**src/rtl/split_timer_pkg.sv**
```systemverilog
package split_timer_pkg;

  localparam int ADDR_W = 3;

  localparam logic [ADDR_W-1:0] ADR_CTRL   = 3'd0;
  localparam logic [ADDR_W-1:0] ADR_FLAGS  = 3'd1;
  localparam logic [ADDR_W-1:0] ADR_CNT_LO = 3'd2;
  localparam logic [ADDR_W-1:0] ADR_CNT_HI = 3'd3;
  localparam logic [ADDR_W-1:0] ADR_RLD_LO = 3'd4;
  localparam logic [ADDR_W-1:0] ADR_RLD_HI = 3'd5;

  typedef struct packed {
    logic hi_fast;
    logic lo_fast;
    logic ext_sel;
    logic irq_en;
    logic lo_irq_en;
    logic split;
    logic run;
  } ctrl_t;

  localparam int CTRL_W = $bits(ctrl_t);

endpackage

```
**src/rtl/split_timer_ticks.sv**
```systemverilog
module split_timer_ticks #(
  parameter int SLOW_DIV = 12,
  parameter int EXT_DIV  = 8,
  parameter int SYNC_N   = 2
) (
  input  logic clk,
  input  logic rst_n,
  input  logic ext_clk_i,
  output logic slow_tick_o,
  output logic ext_tick_o
);
  localparam int SW = (SLOW_DIV > 1) ? $clog2(SLOW_DIV) : 1;
  localparam int EW = (EXT_DIV > 1) ? $clog2(EXT_DIV) : 1;
  localparam logic [SW-1:0] SLOW_LAST = SW'(SLOW_DIV - 1);
  localparam logic [EW-1:0] EXT_LAST  = EW'(EXT_DIV - 1);

  logic [SW-1:0]     slow_q;
  logic [EW-1:0]     ext_q;
  logic [SYNC_N-1:0] sync_q;
  logic              prev_q;
  logic              fall;

  // free-running system-clock divider
  always_ff @(posedge clk or negedge rst_n) begin
    if (!rst_n)                  slow_q <= '0;
    else if (slow_q == SLOW_LAST) slow_q <= '0;
    else                          slow_q <= slow_q + 1'b1;
  end
  assign slow_tick_o = (slow_q == SLOW_LAST);

  // external clock synchronizer and falling-edge detector
  always_ff @(posedge clk or negedge rst_n) begin
    if (!rst_n) begin
      sync_q <= '0;
      prev_q <= 1'b0;
    end else begin
      sync_q <= {sync_q[SYNC_N-2:0], ext_clk_i};
      prev_q <= sync_q[SYNC_N-1];
    end
  end
  assign fall = prev_q & ~sync_q[SYNC_N-1];

  // count falling edges, pulse once per EXT_DIV of them
  always_ff @(posedge clk or negedge rst_n) begin
    if (!rst_n)    ext_q <= '0;
    else if (fall) ext_q <= (ext_q == EXT_LAST) ? '0 : ext_q + 1'b1;
  end
  assign ext_tick_o = fall & (ext_q == EXT_LAST);

endmodule

```
**src/rtl/split_timer_regs.sv**
```systemverilog
module split_timer_regs
  import split_timer_pkg::*;
#(
  parameter int BYTE_W = 8
) (
  input  logic              clk,
  input  logic              rst_n,
  input  logic              wr_en_i,
  input  logic [ADDR_W-1:0] wr_addr_i,
  input  logic [BYTE_W-1:0] wr_data_i,
  input  logic              set_lo_i,
  input  logic              set_hi_i,
  output ctrl_t             cfg_o,
  output logic [BYTE_W-1:0] rld_lo_o,
  output logic [BYTE_W-1:0] rld_hi_o,
  output logic              wr_cnt_lo_o,
  output logic              wr_cnt_hi_o,
  output logic              flag_lo_o,
  output logic              flag_hi_o
);
  logic wr_flags;

  assign wr_flags    = wr_en_i & (wr_addr_i == ADR_FLAGS);
  assign wr_cnt_lo_o = wr_en_i & (wr_addr_i == ADR_CNT_LO);
  assign wr_cnt_hi_o = wr_en_i & (wr_addr_i == ADR_CNT_HI);

  always_ff @(posedge clk or negedge rst_n) begin
    if (!rst_n) begin
      cfg_o    <= '0;
      rld_lo_o <= '0;
      rld_hi_o <= '0;
    end else if (wr_en_i) begin
      case (wr_addr_i)
        ADR_CTRL:   cfg_o    <= ctrl_t'(wr_data_i[CTRL_W-1:0]);
        ADR_RLD_LO: rld_lo_o <= wr_data_i;
        ADR_RLD_HI: rld_hi_o <= wr_data_i;
        default: ;
      endcase
    end
  end

  // sticky flags: hardware set has priority over a software write
  always_ff @(posedge clk or negedge rst_n) begin
    if (!rst_n) begin
      flag_lo_o <= 1'b0;
      flag_hi_o <= 1'b0;
    end else begin
      if (set_lo_i)      flag_lo_o <= 1'b1;
      else if (wr_flags) flag_lo_o <= wr_data_i[0];
      if (set_hi_i)      flag_hi_o <= 1'b1;
      else if (wr_flags) flag_hi_o <= wr_data_i[1];
    end
  end

endmodule

```
**src/rtl/split_timer_core.sv**
```systemverilog
module split_timer_core #(
  parameter int BYTE_W = 8
) (
  input  logic              clk,
  input  logic              rst_n,
  input  logic              run_i,
  input  logic              split_i,
  input  logic [1:0]        step_en_i,
  input  logic [BYTE_W-1:0] rld_lo_i,
  input  logic [BYTE_W-1:0] rld_hi_i,
  input  logic              wr_lo_i,
  input  logic              wr_hi_i,
  input  logic [BYTE_W-1:0] wr_data_i,
  output logic [BYTE_W-1:0] cnt_lo_o,
  output logic [BYTE_W-1:0] cnt_hi_o,
  output logic              ovf_lo_o,
  output logic              ovf_hi_o
);
  localparam logic [BYTE_W-1:0] TOP = '1;

  logic step_lo, step_hi, lo_top, hi_top, carry;
  logic [BYTE_W-1:0] nxt_lo, nxt_hi;

  assign step_lo = run_i & step_en_i[0];
  assign step_hi = run_i & step_en_i[1];
  assign lo_top  = (cnt_lo_o == TOP);
  assign hi_top  = (cnt_hi_o == TOP);
  assign carry   = step_lo & lo_top;

  assign ovf_lo_o = carry;
  assign ovf_hi_o = split_i ? (step_hi & hi_top) : (carry & hi_top);

  always_comb begin
    nxt_lo = cnt_lo_o;
    if (step_lo) begin
      if (!lo_top)                nxt_lo = cnt_lo_o + 1'b1;
      else if (split_i || hi_top) nxt_lo = rld_lo_i;
      else                        nxt_lo = '0;
    end
  end

  always_comb begin
    nxt_hi = cnt_hi_o;
    if (split_i ? step_hi : carry) begin
      if (hi_top) nxt_hi = rld_hi_i;
      else        nxt_hi = cnt_hi_o + 1'b1;
    end
  end

  always_ff @(posedge clk or negedge rst_n) begin
    if (!rst_n) begin
      cnt_lo_o <= '0;
      cnt_hi_o <= '0;
    end else begin
      cnt_lo_o <= wr_lo_i ? wr_data_i : nxt_lo;
      cnt_hi_o <= wr_hi_i ? wr_data_i : nxt_hi;
    end
  end

endmodule

```
**src/rtl/split_timer.sv**
```systemverilog
module split_timer
  import split_timer_pkg::*;
#(
  parameter int BYTE_W   = 8,
  parameter int SLOW_DIV = 12,
  parameter int EXT_DIV  = 8,
  parameter int SYNC_N   = 2
) (
  input  logic              clk,
  input  logic              rst_n,
  input  logic              ext_clk_i,
  input  logic              wr_en_i,
  input  logic [ADDR_W-1:0] wr_addr_i,
  input  logic [BYTE_W-1:0] wr_data_i,
  output logic [2*BYTE_W-1:0] cnt_o,
  output logic              ovf_lo_o,
  output logic              ovf_hi_o,
  output logic              flag_lo_o,
  output logic              flag_hi_o,
  output logic              irq_o
);
  ctrl_t             cfg;
  logic [BYTE_W-1:0] rld_lo, rld_hi, cnt_lo, cnt_hi;
  logic [2*BYTE_W-1:0] rld;
  logic              wr_cnt_lo, wr_cnt_hi;
  logic              slow_tick, ext_tick, slow_src;
  logic [1:0]        fast_sel, byte_en, step_en;

  split_timer_ticks #(.SLOW_DIV(SLOW_DIV), .EXT_DIV(EXT_DIV), .SYNC_N(SYNC_N)) u_ticks (
    .clk(clk), .rst_n(rst_n), .ext_clk_i(ext_clk_i),
    .slow_tick_o(slow_tick), .ext_tick_o(ext_tick)
  );

  split_timer_regs #(.BYTE_W(BYTE_W)) u_regs (
    .clk(clk), .rst_n(rst_n),
    .wr_en_i(wr_en_i), .wr_addr_i(wr_addr_i), .wr_data_i(wr_data_i),
    .set_lo_i(ovf_lo_o & cfg.split), .set_hi_i(ovf_hi_o),
    .cfg_o(cfg), .rld_lo_o(rld_lo), .rld_hi_o(rld_hi),
    .wr_cnt_lo_o(wr_cnt_lo), .wr_cnt_hi_o(wr_cnt_hi),
    .flag_lo_o(flag_lo_o), .flag_hi_o(flag_hi_o)
  );

  assign slow_src = cfg.ext_sel ? ext_tick : slow_tick;
  assign fast_sel = {cfg.hi_fast, cfg.lo_fast};

  for (genvar b = 0; b < 2; b++) begin : g_src
    assign byte_en[b] = fast_sel[b] | slow_src;
  end

  // in 16-bit mode the low byte's source paces the whole counter
  assign step_en = {cfg.split ? byte_en[1] : byte_en[0], byte_en[0]};

  split_timer_core #(.BYTE_W(BYTE_W)) u_core (
    .clk(clk), .rst_n(rst_n),
    .run_i(cfg.run), .split_i(cfg.split), .step_en_i(step_en),
    .rld_lo_i(rld_lo), .rld_hi_i(rld_hi),
    .wr_lo_i(wr_cnt_lo), .wr_hi_i(wr_cnt_hi), .wr_data_i(wr_data_i),
    .cnt_lo_o(cnt_lo), .cnt_hi_o(cnt_hi),
    .ovf_lo_o(ovf_lo_o), .ovf_hi_o(ovf_hi_o)
  );

  assign cnt_o = {cnt_hi, cnt_lo};
  assign rld   = {rld_hi, rld_lo};
  assign irq_o = cfg.irq_en & (flag_hi_o | (cfg.lo_irq_en & flag_lo_o));

endmodule

```
**config.mk**
```make
export PLATFORM = sky130hd
export DESIGN_NAME = split_timer
export DESIGN_NICKNAME = d
export VERILOG_FILES = /design/src/rtl/split_timer_pkg.sv /design/src/rtl/split_timer_ticks.sv /design/src/rtl/split_timer_regs.sv /design/src/rtl/split_timer_core.sv /design/src/rtl/split_timer.sv
export SDC_FILE = /design/constraint.sdc
export NUM_CORES = 1
export LEC_CHECK = 0
export BUFFER_PORTS_ARGS = -buffer_cell sky130_fd_sc_hd__buf_2
export CAP_MARGIN = 20
export CORE_ASPECT_RATIO = 0.9
export CORE_MARGIN = 5
export CORE_UTILIZATION = 60
export CTS_CLUSTER_DIAMETER = 150
export CTS_CLUSTER_SIZE = 8
export DETAILED_ROUTE_END_ITERATION = 12
export PLACE_DENSITY = 0.8
export SKIP_CTS_REPAIR_TIMING = 1
export SYNTH_ARGS = -nofsm -noshare
export SYNTH_HDL_FRONTEND = slang
export SYNTH_SLANG_ARGS = --single-unit
```
**constraint.sdc**
```tcl
create_clock -name clk -period 5.9 [get_ports clk]
set_clock_uncertainty 0.1 [all_clocks]
set_input_delay 0.295 -clock clk [delete_from_list [all_inputs] [get_ports clk]]
set_output_delay 0.295 -clock clk [all_outputs]
set_load 0.005 [all_outputs]
```
==> results.md, run 1 <==
- Die Y-Extent: 72.47 µm
- Via count normalized by instance count: 6.215
- Final sum of negative setup slack: 0 ps
- Largest cells by area after synthesis: sky130_fd_sc_hd__dfrtp_1 49%, sky130_fd_sc_hd__mux2_2 10%, sky130_fd_sc_hd__o21ai_0 4.0%
- Clock network latency to the later pin of the worst-skew pair: 300 ps
- Cell area after synthesis: 2601 µm²
- Fin crit period: 2520 ps
- Avg Inst Size Synth: 10.79 µm²
- Cell accounting for the most synthesized area: sky130_fd_sc_hd__dfrtp_1
- First-pass iteration count of the detailed router: 4
- Core box area: 4129 µm²
- Rows: 22
- Root buffer selected by CTS: sky130_fd_sc_hd__clkbuf_8
- Area of the multi-input gates: 1255 µm²
- Power Density: 402.2 nW/µm²
- Sum of buffers and inverters on the critical path: 1
- Type of element capturing the critical path: primary output
- Data arrival time of the critical path: 2120 ps
- Worst-case headroom to the max-slew limit: 53.08%
- Grt total ovfl: 0
- Worst-path cell chain: ha_1 > ha_1 > and4b_1 > o31ai_4 > nor2_1 > buf_2
- DRC violations left: 0
- Clock transition at the register clock pins on the worst setup and hold paths after CTS: 90 ps
- Synth Instances: 241
- Vias in the first global route: 1,911
- Sort of element at the start of the critical path: register
- Synthesized Nets: 261
- Final-report setup violation count: 0
- Startpoint of the most critical register-to-register path: u_ticks.ext_q[0]$_DFFE_PN0N_
- Top cell family by delay on the critical path: compound AO/OA/AOI/OAI gates
- Path depth of the worst reg2reg path: 7
- Unrepaired setup endpoints after global routing: no
- Simple-gate area share of the yosys netlist: 15.87%
- Flip-flop and latch count after synthesis: 51
- Total inserted antenna cells: 0
- Adder and majority gate portion of the synthesized area: 2.405%
- Sequential cell area: 1276 µm²
- Largest stage delay on the critical path: 480 ps
- Worst path slowest cell: sky130_fd_sc_hd__o31ai_4
- Synthesized-area fraction occupied by ao, oa, aoi and oai cells: 17.08%
- Average wire per cell in the routed design: 16.93 µm
- Number of different library cells in the post-synthesis netlist: 52
- Last weighted congestion value of the routability-driven placer: 0.8361
- Global-route wire length before repair: 9597 µm
- Largest fanout on the critical path: 10
- Synth top area share: 49.06%
- Critical Path RT: 5510 ps
- Starting density of the core: 63.00%
- Main combinational cell family by area after synthesis: compound AO/OA/AOI/OAI gates
- Leading register cell type out of synthesis: sky130_fd_sc_hd__dfrtp_1
- Worst-Margin Slew: 700.0 ps
- Worst Path Class, Setup: reg2out
- Failing checks: hold timing
- Cell with the most instances on the worst path: sky130_fd_sc_hd__ha_1
- Fraction of the cycle the final worst path needs: 42.71%
- Async set-reset flop share out of synthesis: 100.0%
- Number of clock buffers inserted by TritonCTS: 5
- Power after layout: 1.177 mW
- Final Routed Wirelength: 5519 µm
- Crit Reg-Reg Endpoint: u_core.cnt_lo_o[1]$_DFFE_PN0P_
- Ratio of cells with drive above 1 in the final layout: 27.70%
- TritonCTS clock tree: built
- Status: finished, violations left
- Number of vias in the routed layout: 2,026
- # H-tree levels: 2
- Bufs on Longest Clock Path: 2
- Number of port buffers: 35
- Worst IR drop on VDD: 0.2394 mV
- Total global routing track utilization: 21.26%
- Antenna violations before repair: 0
- Sequential area share after synthesis: 49.06%
- CTS sink count: 51
- Overall die area: 5754 µm²
- Final net count: 297
- Top-level I/O count: 36
- Fill cell instance count of the final layout: 331
- # Max-Cap Violations: 0
- Signed area change from the synthesized netlist to the final layout: 12.55%
- Worst-case hold slack: -14.15 ps
- Pin count of the biggest net entering global routing: 52
- Hold Fails Final Rpt: 18
- Die width: 79.41 µm
- Setup slack, reg-to-reg: 3670 ps
- Final-report max-slew violation count: 0
- Mux cell area share after synthesis: 11.54%
- Fmax achieved: 396.9 MHz
- Antenna viol nets, final: 0
- Synthesis warning total: 0
- Leakage power figure: 1.282 nW
- Xor/xnor cell area share of the yosys netlist: 1.347%
- Tightest Hold Check Type: in2async
- HPWL Detailed: 3873 µm
- Number of DRC violations after detailed-routing iteration 0: 185
- Number of flops mapped to enable cells by yosys: 0
-- per-stage QoR --
stage	cell area (µm²)	std cells	utilization, %	setup slack [ps]
4_1_cts	2918	325	70.67	3385
5_1_grt	2928	326	70.91	3262
3_3_place_gp	2800	317	67.82	3763
3_5_place_dp	2800	317	67.82	3700
6_report	2928	326	70.91	3380
2_1_floorplan	2601	241	-	3820
-- synth_stat cells (all sizes together), types with 2 or more instances --
master / number
a21o: 2
mux2i: 3
a211oi: 2
xnor2: 2
nand2: 21
xor2: 2
nand4: 7
o31ai: 2
clkbuf: 4
buf: 4
inv: 7
dfrtp: 51
nor2b: 3
and3b: 2
and3: 2
o22ai: 2
nor3: 5
nor2: 14
a221oi: 3
nand2b: 3
o31a: 2
or3: 3
ha: 5
o21ai: 24
nor3b: 2
mux2: 24
nand3: 6
a31oi: 5
a21oi: 14
-- cell families after synthesis --
kind of cell / Yosys count
AOI/OAI and AO/OA: 65
xor gates and xnor gates: 4
adders and majority gates: 5
buffers and inverters: 15
DFF: 51
muxes: 27
and+or+nand+nor: 74
-- state kept, by name, indices dropped and copies added, names as in the netlist --
name	count
u_core.cnt_hi_o	8
u_core.cnt_lo_o	8
u_regs.cfg_o	7
u_regs.flag_hi_o	1
u_regs.flag_lo_o	1
u_regs.rld_hi_o	8
u_regs.rld_lo_o	8
u_ticks.ext_q	3
u_ticks.prev_q	1
u_ticks.slow_q	4
u_ticks.sync_q	2
-- how the worst max path moves through the flow --
| stage | start | to | slack, ps | depth (start not counted) |
|---|---|---|---|---|
| floorplan | u_ticks.ext_q[0]$_DFFE_PN0N_ | u_core.cnt_lo_o[1]$_DFFE_PN0P_ | 3820 | 8 |
| global placement | u_ticks.ext_q[0]$_DFFE_PN0N_ | u_core.cnt_lo_o[1]$_DFFE_PN0P_ | 3760 | 7 |
| detailed placement | u_ticks.ext_q[0]$_DFFE_PN0N_ | u_core.cnt_lo_o[1]$_DFFE_PN0P_ | 3700 | 7 |
| CTS | u_ticks.ext_q[0]$_DFFE_PN0N_ | ovf_hi_o | 3390 | 6 |
| global route | u_ticks.ext_q[0]$_DFFE_PN0N_ | ovf_hi_o | 3260 | 6 |
| finish | u_ticks.ext_q[0]$_DFFE_PN0N_ | ovf_hi_o | 3380 | 6 |
-- where the power goes --
part	internal (mW)	total, mW	switching [mW]
Sequential	0.448	0.568	0.119
Combinational	0.185	0.360	0.176
Clock	0.137	0.249	0.112
-- layer usage --
metal	vias up	GRT usage [%]	wire, µm
met5	-	0	0
met4	0	8.779	67
met3	7	3.970	283
met2	60	31.31	2562
met1	995	30.97	2606
li1	964	-	-
-- cell type report --
class,instances,share of cell area [%]
well taps,48,2.051
inverters,7,0.8974
flip-flops and latches,51,43.59
multi-input cells,175,42.86
clock buffers,6,2.821
clock inverters,2,1.197
repair buffers,37,6.581
-- cell usage in the layout, fill, tap and decap left out, types with 2 or more instances in the layout --
cell type and instances:
sky130_fd_sc_hd__clkbuf_8 6, sky130_fd_sc_hd__nand3_1 6, sky130_fd_sc_hd__o21ai_0 21, sky130_fd_sc_hd__and3_1 2, sky130_fd_sc_hd__nand2_1 21, sky130_fd_sc_hd__a21o_1 2
sky130_fd_sc_hd__dfrtp_1 51, sky130_fd_sc_hd__nor2b_1 3, sky130_fd_sc_hd__o31ai_4 2, sky130_fd_sc_hd__o31a_1 2, sky130_fd_sc_hd__ha_1 5, sky130_fd_sc_hd__nand4_1 6
sky130_fd_sc_hd__mux2i_1 3, sky130_fd_sc_hd__o22ai_1 2, sky130_fd_sc_hd__mux2_2 24, sky130_fd_sc_hd__or3_1 3, sky130_fd_sc_hd__a21oi_1 13, sky130_fd_sc_hd__a211oi_1 2
sky130_fd_sc_hd__and3b_1 2, sky130_fd_sc_hd__xor2_1 2, sky130_fd_sc_hd__buf_2 35, sky130_fd_sc_hd__a31oi_1 5, sky130_fd_sc_hd__inv_1 7, sky130_fd_sc_hd__nor2_1 14
sky130_fd_sc_hd__o21ai_1 2, sky130_fd_sc_hd__nand2b_1 3, sky130_fd_sc_hd__nor3_1 4, sky130_fd_sc_hd__a221oi_1 3, sky130_fd_sc_hd__xnor2_1 2
No activity file was read; power rests on OpenSTA's default activity.
==> run 2: changes to the inputs <==
Settings changed: ABC_AREA set to 1, CORE_UTILIZATION 60 to 52, PLACE_DENSITY 0.8 to 0.73.
Clock period 5.9 ns to 2.2 ns, I/O delays scaled along.
==> results.md, run 2 <==
- Worst-Margin Slew: 733.6 ps (+33.62 ps)
- Fill cell instance count of the final layout: 478 (+44%)
- Async set-reset flop share out of synthesis: 100.0% (unchanged)
- Die width: 86.43 µm (+8.8%)
- Non-filler instance count after layout: 456 (+40%)
- Final-report setup violation count: 0 (unchanged)
- Grt total ovfl: 0 (unchanged)
- Final Routed Wirelength: 5981 µm (+8.4%)
- Clock network latency to the later pin of the worst-skew pair: 310 ps (about the same)
- Tightest Hold Check Type: in2reg
- Last weighted congestion value of the routability-driven placer: 0.8295 (-0.79%)
- Commonest cells in the synthesized netlist: 111 x sky130_fd_sc_hd__nand2_1, 51 x sky130_fd_sc_hd__dfrtp_1, 41 x sky130_fd_sc_hd__inv_1
- Synthesized Nets: 367 (+41%)
- CTS sink count: 51 (unchanged)
- Largest cells by area after synthesis: sky130_fd_sc_hd__dfrtp_1 47%, sky130_fd_sc_hd__nand2_1 15%, sky130_fd_sc_hd__o21ai_0 6.6%
- Mux cell area share after synthesis: 0.4119% (-11 points)
- Ratio of cells with drive above 1 in the final layout: 15.68% (-12 points)
- HPWL Detailed: 4499 µm (+16%)
- Commonest non-fill, non-tap cells in the layout: 111 x sky130_fd_sc_hd__nand2_1, 51 x sky130_fd_sc_hd__dfrtp_1, 41 x sky130_fd_sc_hd__inv_1
- Cell accounting for the most synthesized area: sky130_fd_sc_hd__dfrtp_1
- Top cell family by delay on the critical path: simple AND/OR/NAND/NOR gates
- Average wire per cell in the routed design: 13.12 µm (-23%)
- Pin count of the biggest net entering global routing: 34 (-35%)
- Final-report max-slew violation count: 0 (unchanged)
- Synthesis warning total: 0 (unchanged)
- Main combinational cell family by area after synthesis: simple AND/OR/NAND/NOR gates
- Worst-case hold slack: 2.549 ps (+16.70 ps)
- Number of clock buffers inserted by TritonCTS: 5 (unchanged)
- Worst-case headroom to the max-slew limit: 51.09% (-2.0 points)
- Status: finished, final reports clean
- Fin crit period: 2036 ps
- Number of flops mapped to enable cells by yosys: 0 (unchanged)
- Area of the multi-input gates: 1270 µm² (+1.2%)
- Top-level I/O count: 36 (unchanged)
- Worst-path cell chain: ha_1 > ha_1 > nand4_1 > nand3_1 > nand3_4 > nand2_1 > nand3_2 > inv_1 > buf_2
- Synth top area share: 46.68% (-2.4 points)
- Synthesized-area fraction occupied by ao, oa, aoi and oai cells: 10.11% (-7.0 points)
- Unrepaired setup endpoints after global routing: no
- Vias in the first global route: 2,136 (+12%)
- Type of element capturing the critical path: primary output
- Signed area change from the synthesized netlist to the final layout: 13.82%
- Largest stage delay on the critical path: 390 ps (-90 ps)
- First-pass iteration count of the detailed router: 4 (unchanged)
- Simple-gate area share of the yosys netlist: 31.67% (+16 points)
- Worst IR drop on VDD: 0.6779 mV (+180%)
- Final net count: 409 (+38%)
- Number of different library cells in the post-synthesis netlist: 31 (-40%)
- Global-route wire length before repair: 10,160 µm (+5.8%)
- Die Y-Extent: 78.79 µm (+8.7%)
- Starting density of the core: 52.65% (-10 points)
- Total non-filler cell area in the finished layout: 3112 µm² (+6.3%)
- Worst Path Class, Setup: reg2out
- Most frequent standard cell in the layout excluding fill and tap cells: sky130_fd_sc_hd__nand2_1
- Worst path slowest cell: sky130_fd_sc_hd__dfrtp_1
- Flip-flop and latch count after synthesis: 51 (unchanged)
- Bufs on Longest Clock Path: 2 (unchanged)
- Sequential area share after synthesis: 46.68% (-2.4 points)
- Sequential cell area: 1276 µm² (unchanged)
- Largest fanout on the critical path: 10 (unchanged)
- Fmax achieved: 491.2 MHz
- Cells after DPL: 446 (+41%)
- Xor/xnor cell area share of the yosys netlist: 1.602% (+0.26 points)
- Final sum of negative setup slack: 0 ps (unchanged)
- Total global routing track utilization: 18.86% (-2.4 points)
- Antenna viol nets, final: 0 (unchanged)
- # H-tree levels: 2 (unchanged)
- Critical Path RT: 1990 ps (-3520 ps)
- HP Start: wr_data_i[0]
- Power Density: 940.5 nW/µm² (+130%)
- Number of DRC violations after detailed-routing iteration 0: 117 (-37%)
- Data arrival time of the critical path: 1830 ps (-290 ps)
- Via count normalized by instance count: 5.167 (-17%)
- Total inserted antenna cells: 0 (unchanged)
- Number of vias in the routed layout: 2,356 (+16%)
- Clock transition at the register clock pins on the worst setup and hold paths after CTS: 90 ps (about the same)
- Leakage power figure: 1.678 nW (+31%)
- TritonCTS clock tree: built
- Leading register cell type out of synthesis: sky130_fd_sc_hd__dfrtp_1
- Overall die area: 6809 µm² (+18%)
- Fraction of the cycle the final worst path needs: 92.54%
- Root buffer selected by CTS: sky130_fd_sc_hd__clkbuf_8
- Avg Inst Size Synth: 7.879 µm² (-27%)
- Cell area after synthesis: 2734 µm² (+5.1%)
- Antenna violations before repair: 0 (unchanged)
- Adder and majority gate portion of the synthesized area: 2.288% (-0.12 points)
- Startpoint of the most critical register-to-register path: u_ticks.ext_q[0]$_DFFE_PN0N_
- # Max-Cap Violations: 0 (unchanged)
- Synth Instances: 347 (+44%)
- Hold Fails Final Rpt: 0 (-18)
- Rows: 25 (+14%)
- DRC violations left: 0 (unchanged)
- Number of port buffers: 35 (unchanged)
- Core box area: 5192 µm² (+26%)
- Total cell area at the placement stage: 2987 µm² (+6.7%)
- Sort of element at the start of the critical path: register
- Cell with the most instances on the worst path: sky130_fd_sc_hd__ha_1
- Most repeated cell in the gate-level netlist after synthesis: sky130_fd_sc_hd__nand2_1
- Launch point of the worst path: u_ticks.ext_q[0]$_DFFE_PN0N_
- Sum of buffers and inverters on the critical path: 2 (+1)
-- run 2: cell families after synthesis --
| family | Yosys count |
|---|---|
| AND/OR/NAND/NOR | 183 |
| buffers and inverters | 50 |
| flip-flops | 51 |
| XOR/XNOR | 5 |
| AO/OA/AOI/OAI | 52 |
| adder cells (fa/ha/maj) | 5 |
| multiplexers | 1 |
-- run 2: report_power, final --
| group | internal (mW) | switching, mW | total, mW |
|---|---|---|---|
| clock network | 0.248 | 0.311 | 0.559 |
| registers | 1.18 | 0.253 | 1.43 |
| logic | 0.424 | 0.511 | 0.936 |
| total | 1.85 | 1.08 | 2.93 |
-- run 2: final timing paths --
path                                             endpoint  slack, ps  depth (start not counted)
max                                              ovf_hi_o        160                          9
min                          u_regs.flag_lo_o$_DFFE_PN0P_          3                          3
max reg2reg                u_core.cnt_lo_o[1]$_DFFE_PN0P_        280                          9
min reg2reg                   u_ticks.sync_q[1]$_DFF_PN0_        260                          0
max in group asynchronous    u_ticks.ext_q[2]$_DFFE_PN0N_       1070                          3
min in group asynchronous     u_regs.cfg_o[2]$_DFFE_PN0P_        290                          2
-- run 2: through the flow --
stage                     utilization, %  worst slack (ps)  total power [mW]
after floorplan                        -             536.2             2.028
after global placement             57.52             349.9             2.352
after detailed placement           57.52             269.3             2.371
after CTS                          59.20             27.65             2.929
after global routing               59.93             34.31             3.161
final                              59.93             164.0             2.927
-- run 2: cell type report --
type	instances	area share [%]
multi-input cells	246	40.81
well taps	67	2.694
clock inverters	1	0.1608
inverters	43	5.187
clock buffers	6	2.654
repair buffers	42	7.479
flip-flops and latches	51	41.01
-- run 2: worst min-delay path, stage by stage --
cell                      delay, ps
sky130_fd_sc_hd__buf_2           90
sky130_fd_sc_hd__nor2_1          40
sky130_fd_sc_hd__o21ai_0        140
-- run 2: metal layers --
metal | part of all wire [%] | vias to the layer above | GRT usage, %
met5 | 0 | - | 0
li1 | - | 1211 | -
met3 | 5.0 | 9 | 4.046
met1 | 51 | 1076 | 28.70
met4 | 1.5 | 0 | 6.075
met2 | 43 | 60 | 26.61
==> run 3: changes to the inputs <==
Clock period 2.2 ns to 1.8 ns, I/O delays scaled along.
==> results.md, run 3 (same netlist as run 2, synthesis figures left out) <==
- Grt total ovfl: 0 (unchanged)
- Commonest non-fill, non-tap cells in the layout: 105 x sky130_fd_sc_hd__nand2_1, 51 x sky130_fd_sc_hd__dfrtp_1, 39 x sky130_fd_sc_hd__inv_1
- Launch point of the worst path: u_ticks.ext_q[1]$_DFFE_PN0N_
- Number of clock buffers inserted by TritonCTS: 5 (unchanged)
- Sum of buffers and inverters on the critical path: 3 (+1)
- Worst-path cell chain: ha_2 > ha_4 > nand4_1 > nand3_1 > buf_4 > nand4_4 > nand2_2 > nand3_2 > inv_2 > buf_6
- Global-route wire length before repair: 10,580 µm (+4.1%)
- HP Start: wr_data_i[7]
- HPWL Detailed: 4625 µm (+2.8%)
- Data arrival time of the critical path: 1760 ps (-70 ps)
- Number of vias in the routed layout: 2,445 (+3.8%)
- Via count normalized by instance count: 5.147 (-0.37%)
- Startpoint of the most critical register-to-register path: u_core.cnt_hi_o[0]$_DFFE_PN0P_
- Status: finished, violations left
- Fin crit period: 1950 ps
- # Max-Cap Violations: 0 (unchanged)
- Root buffer selected by CTS: sky130_fd_sc_hd__clkbuf_8
- Top cell family by delay on the critical path: simple AND/OR/NAND/NOR gates
- Worst-Margin Slew: 475.0 ps (-258.7 ps)
- Last weighted congestion value of the routability-driven placer: 0.8726 (+5.2%)
- # H-tree levels: 2 (unchanged)
- Largest fanout on the critical path: 3 (-7)
- Ratio of cells with drive above 1 in the final layout: 21.81% (+6.1 points)
- Final-report setup violation count: 2 (+2)
- Tightest Hold Check Type: in2reg
- Final Routed Wirelength: 6216 µm (+3.9%)
- Worst IR drop on VDD: 0.7898 mV (+17%)
- Worst path slowest cell: sky130_fd_sc_hd__dfrtp_1
- Worst-case headroom to the max-slew limit: 68.26% (+17 points)
- Most frequent standard cell in the layout excluding fill and tap cells: sky130_fd_sc_hd__nand2_1
- Die width: 86.43 µm (unchanged)
- Average wire per cell in the routed design: 13.09 µm (-0.23%)
- Clock transition at the register clock pins on the worst setup and hold paths after CTS: 90 ps (about the same)
- Total inserted antenna cells: 0 (unchanged)
- Top-level I/O count: 36 (unchanged)
- Total non-filler cell area in the finished layout: 3326 µm² (+6.9%)
- Fill cell instance count of the final layout: 454 (-5.0%)
- Post-layout worst setup margin: -150.3 ps (-314.3 ps)
- Worst Path Class, Setup: reg2out
- Pin count of the biggest net entering global routing: 52 (+53%)
- Power after layout: 3.859 mW (+32%)
- Number of port buffers: 35 (unchanged)
- Clock network latency to the later pin of the worst-skew pair: 310 ps (about the same)
- Fmax achieved: 512.7 MHz
- Sort of element at the start of the critical path: register
- TritonCTS clock tree: built
- Final net count: 427 (+4.4%)
- Critical Path RT: 1610 ps (-380 ps)
- Largest stage delay on the critical path: 360 ps (-30 ps)
- CTS sink count: 51 (unchanged)
- Final-report max-slew violation count: 0 (unchanged)
- Bufs on Longest Clock Path: 2 (unchanged)
- First-pass iteration count of the detailed router: 4 (unchanged)
- Total cell area at the placement stage: 3097 µm² (+3.7%)
- Antenna viol nets, final: 0 (unchanged)
- Overall die area: 6809 µm² (unchanged)
- Leakage power figure: 1.773 nW (+5.7%)
- Power Density: 1160 nW/µm² (+23%)
- Type of element capturing the critical path: primary output
- Fraction of the cycle the final worst path needs: 108.4%
- Signed area change from the synthesized netlist to the final layout: 21.65%
- Number of DRC violations after detailed-routing iteration 0: 97 (-17%)
- Starting density of the core: 52.65% (unchanged)
- Antenna violations before repair: 0 (unchanged)
- Rows: 25 (unchanged)
- Final sum of negative setup slack: -228.8 ps (-228.8 ps)
- Total global routing track utilization: 19.64% (+0.78 points)
- DRC violations left: 0 (unchanged)
- Worst-case hold slack: 4.618 ps (+2.069 ps)
- Core box area: 5192 µm² (unchanged)
- Die Y-Extent: 78.79 µm (unchanged)
- Hold Fails Final Rpt: 0 (unchanged)
- Setup Slack @ Placement: 20.27 ps (-249.1 ps)
- Unrepaired setup endpoints after global routing: yes
- Failing checks: setup timing
- Vias in the first global route: 2,239 (+4.8%)
## run 3: cell types whose count changed in the layout (fill, tap and decap cells not counted), moves of 2 or more
cell	before	now
sky130_fd_sc_hd__buf_4	5	20
sky130_fd_sc_hd__dlygate4sd3_1	2	4
sky130_fd_sc_hd__ha_1	4	2
sky130_fd_sc_hd__ha_4	0	2
sky130_fd_sc_hd__inv_1	41	39
sky130_fd_sc_hd__inv_2	1	3
sky130_fd_sc_hd__nand2_1	111	105
sky130_fd_sc_hd__nand2_2	1	6
sky130_fd_sc_hd__nor2_1	13	11
sky130_fd_sc_hd__nor2_2	1	3
## run 3: metal layers
metal	part of all wire [%]	track usage [%]	wire [µm]	up-vias
li1	-	-	-	1246
met1	49	27.67	3027	1133
met2	45	30.50	2774	62
met3	6.0	4.876	372	4
met4	0.68	4.673	42	0
met5	0	0	0	-
## run 3: final timing paths
kind / to / slack [ps] / cells past startpoint
setup / recovery: ovf_hi_o / -150 / 10
hold / removal: u_core.cnt_hi_o[7]$_DFFE_PN0P_ / 5 / 5
setup reg to reg: u_core.cnt_hi_o[2]$_DFFE_PN0P_ / 20 / 10
hold reg to reg: u_ticks.sync_q[1]$_DFF_PN0_ / 250 / 0
max in group asynchronous: u_core.cnt_hi_o[0]$_DFFE_PN0P_ / 1180 / 3
min in group asynchronous: u_ticks.slow_q[2]$_DFF_PN0_ / 190 / 3
## run 3: power breakdown
part           total, mW  switching (mW)  internal, mW
clock              0.728           0.377         0.352
combinational       1.45           0.743         0.703
sequential          1.68           0.244          1.44
total               3.86            1.36          2.49
## run 3: area by class of cell
class / count / area (µm²) / share of cell area [%]
clock buffer: 8 / 100.1 / 3.010
inverter: 43 / 161.4 / 4.853
multi-input combinational: 246 / 1313 / 39.47
sequential: 51 / 1276 / 38.37
tap: 67 / 83.83 / 2.521
timing repair buffer: 60 / 391.6 / 11.78
## run 3: metrics by stage
step                      utilization [%]  cells
after floorplan                         -    347
after global placement              59.64    459
after detailed placement            59.64    459
after CTS                           61.57    467
after global routing                64.05    475
final                               64.05    475
## run 3: worst min-delay path: cells and delay by family
kind                   cells  cell delay [ps]
buffers and inverters      1               90
and+or+nand+nor            4              220
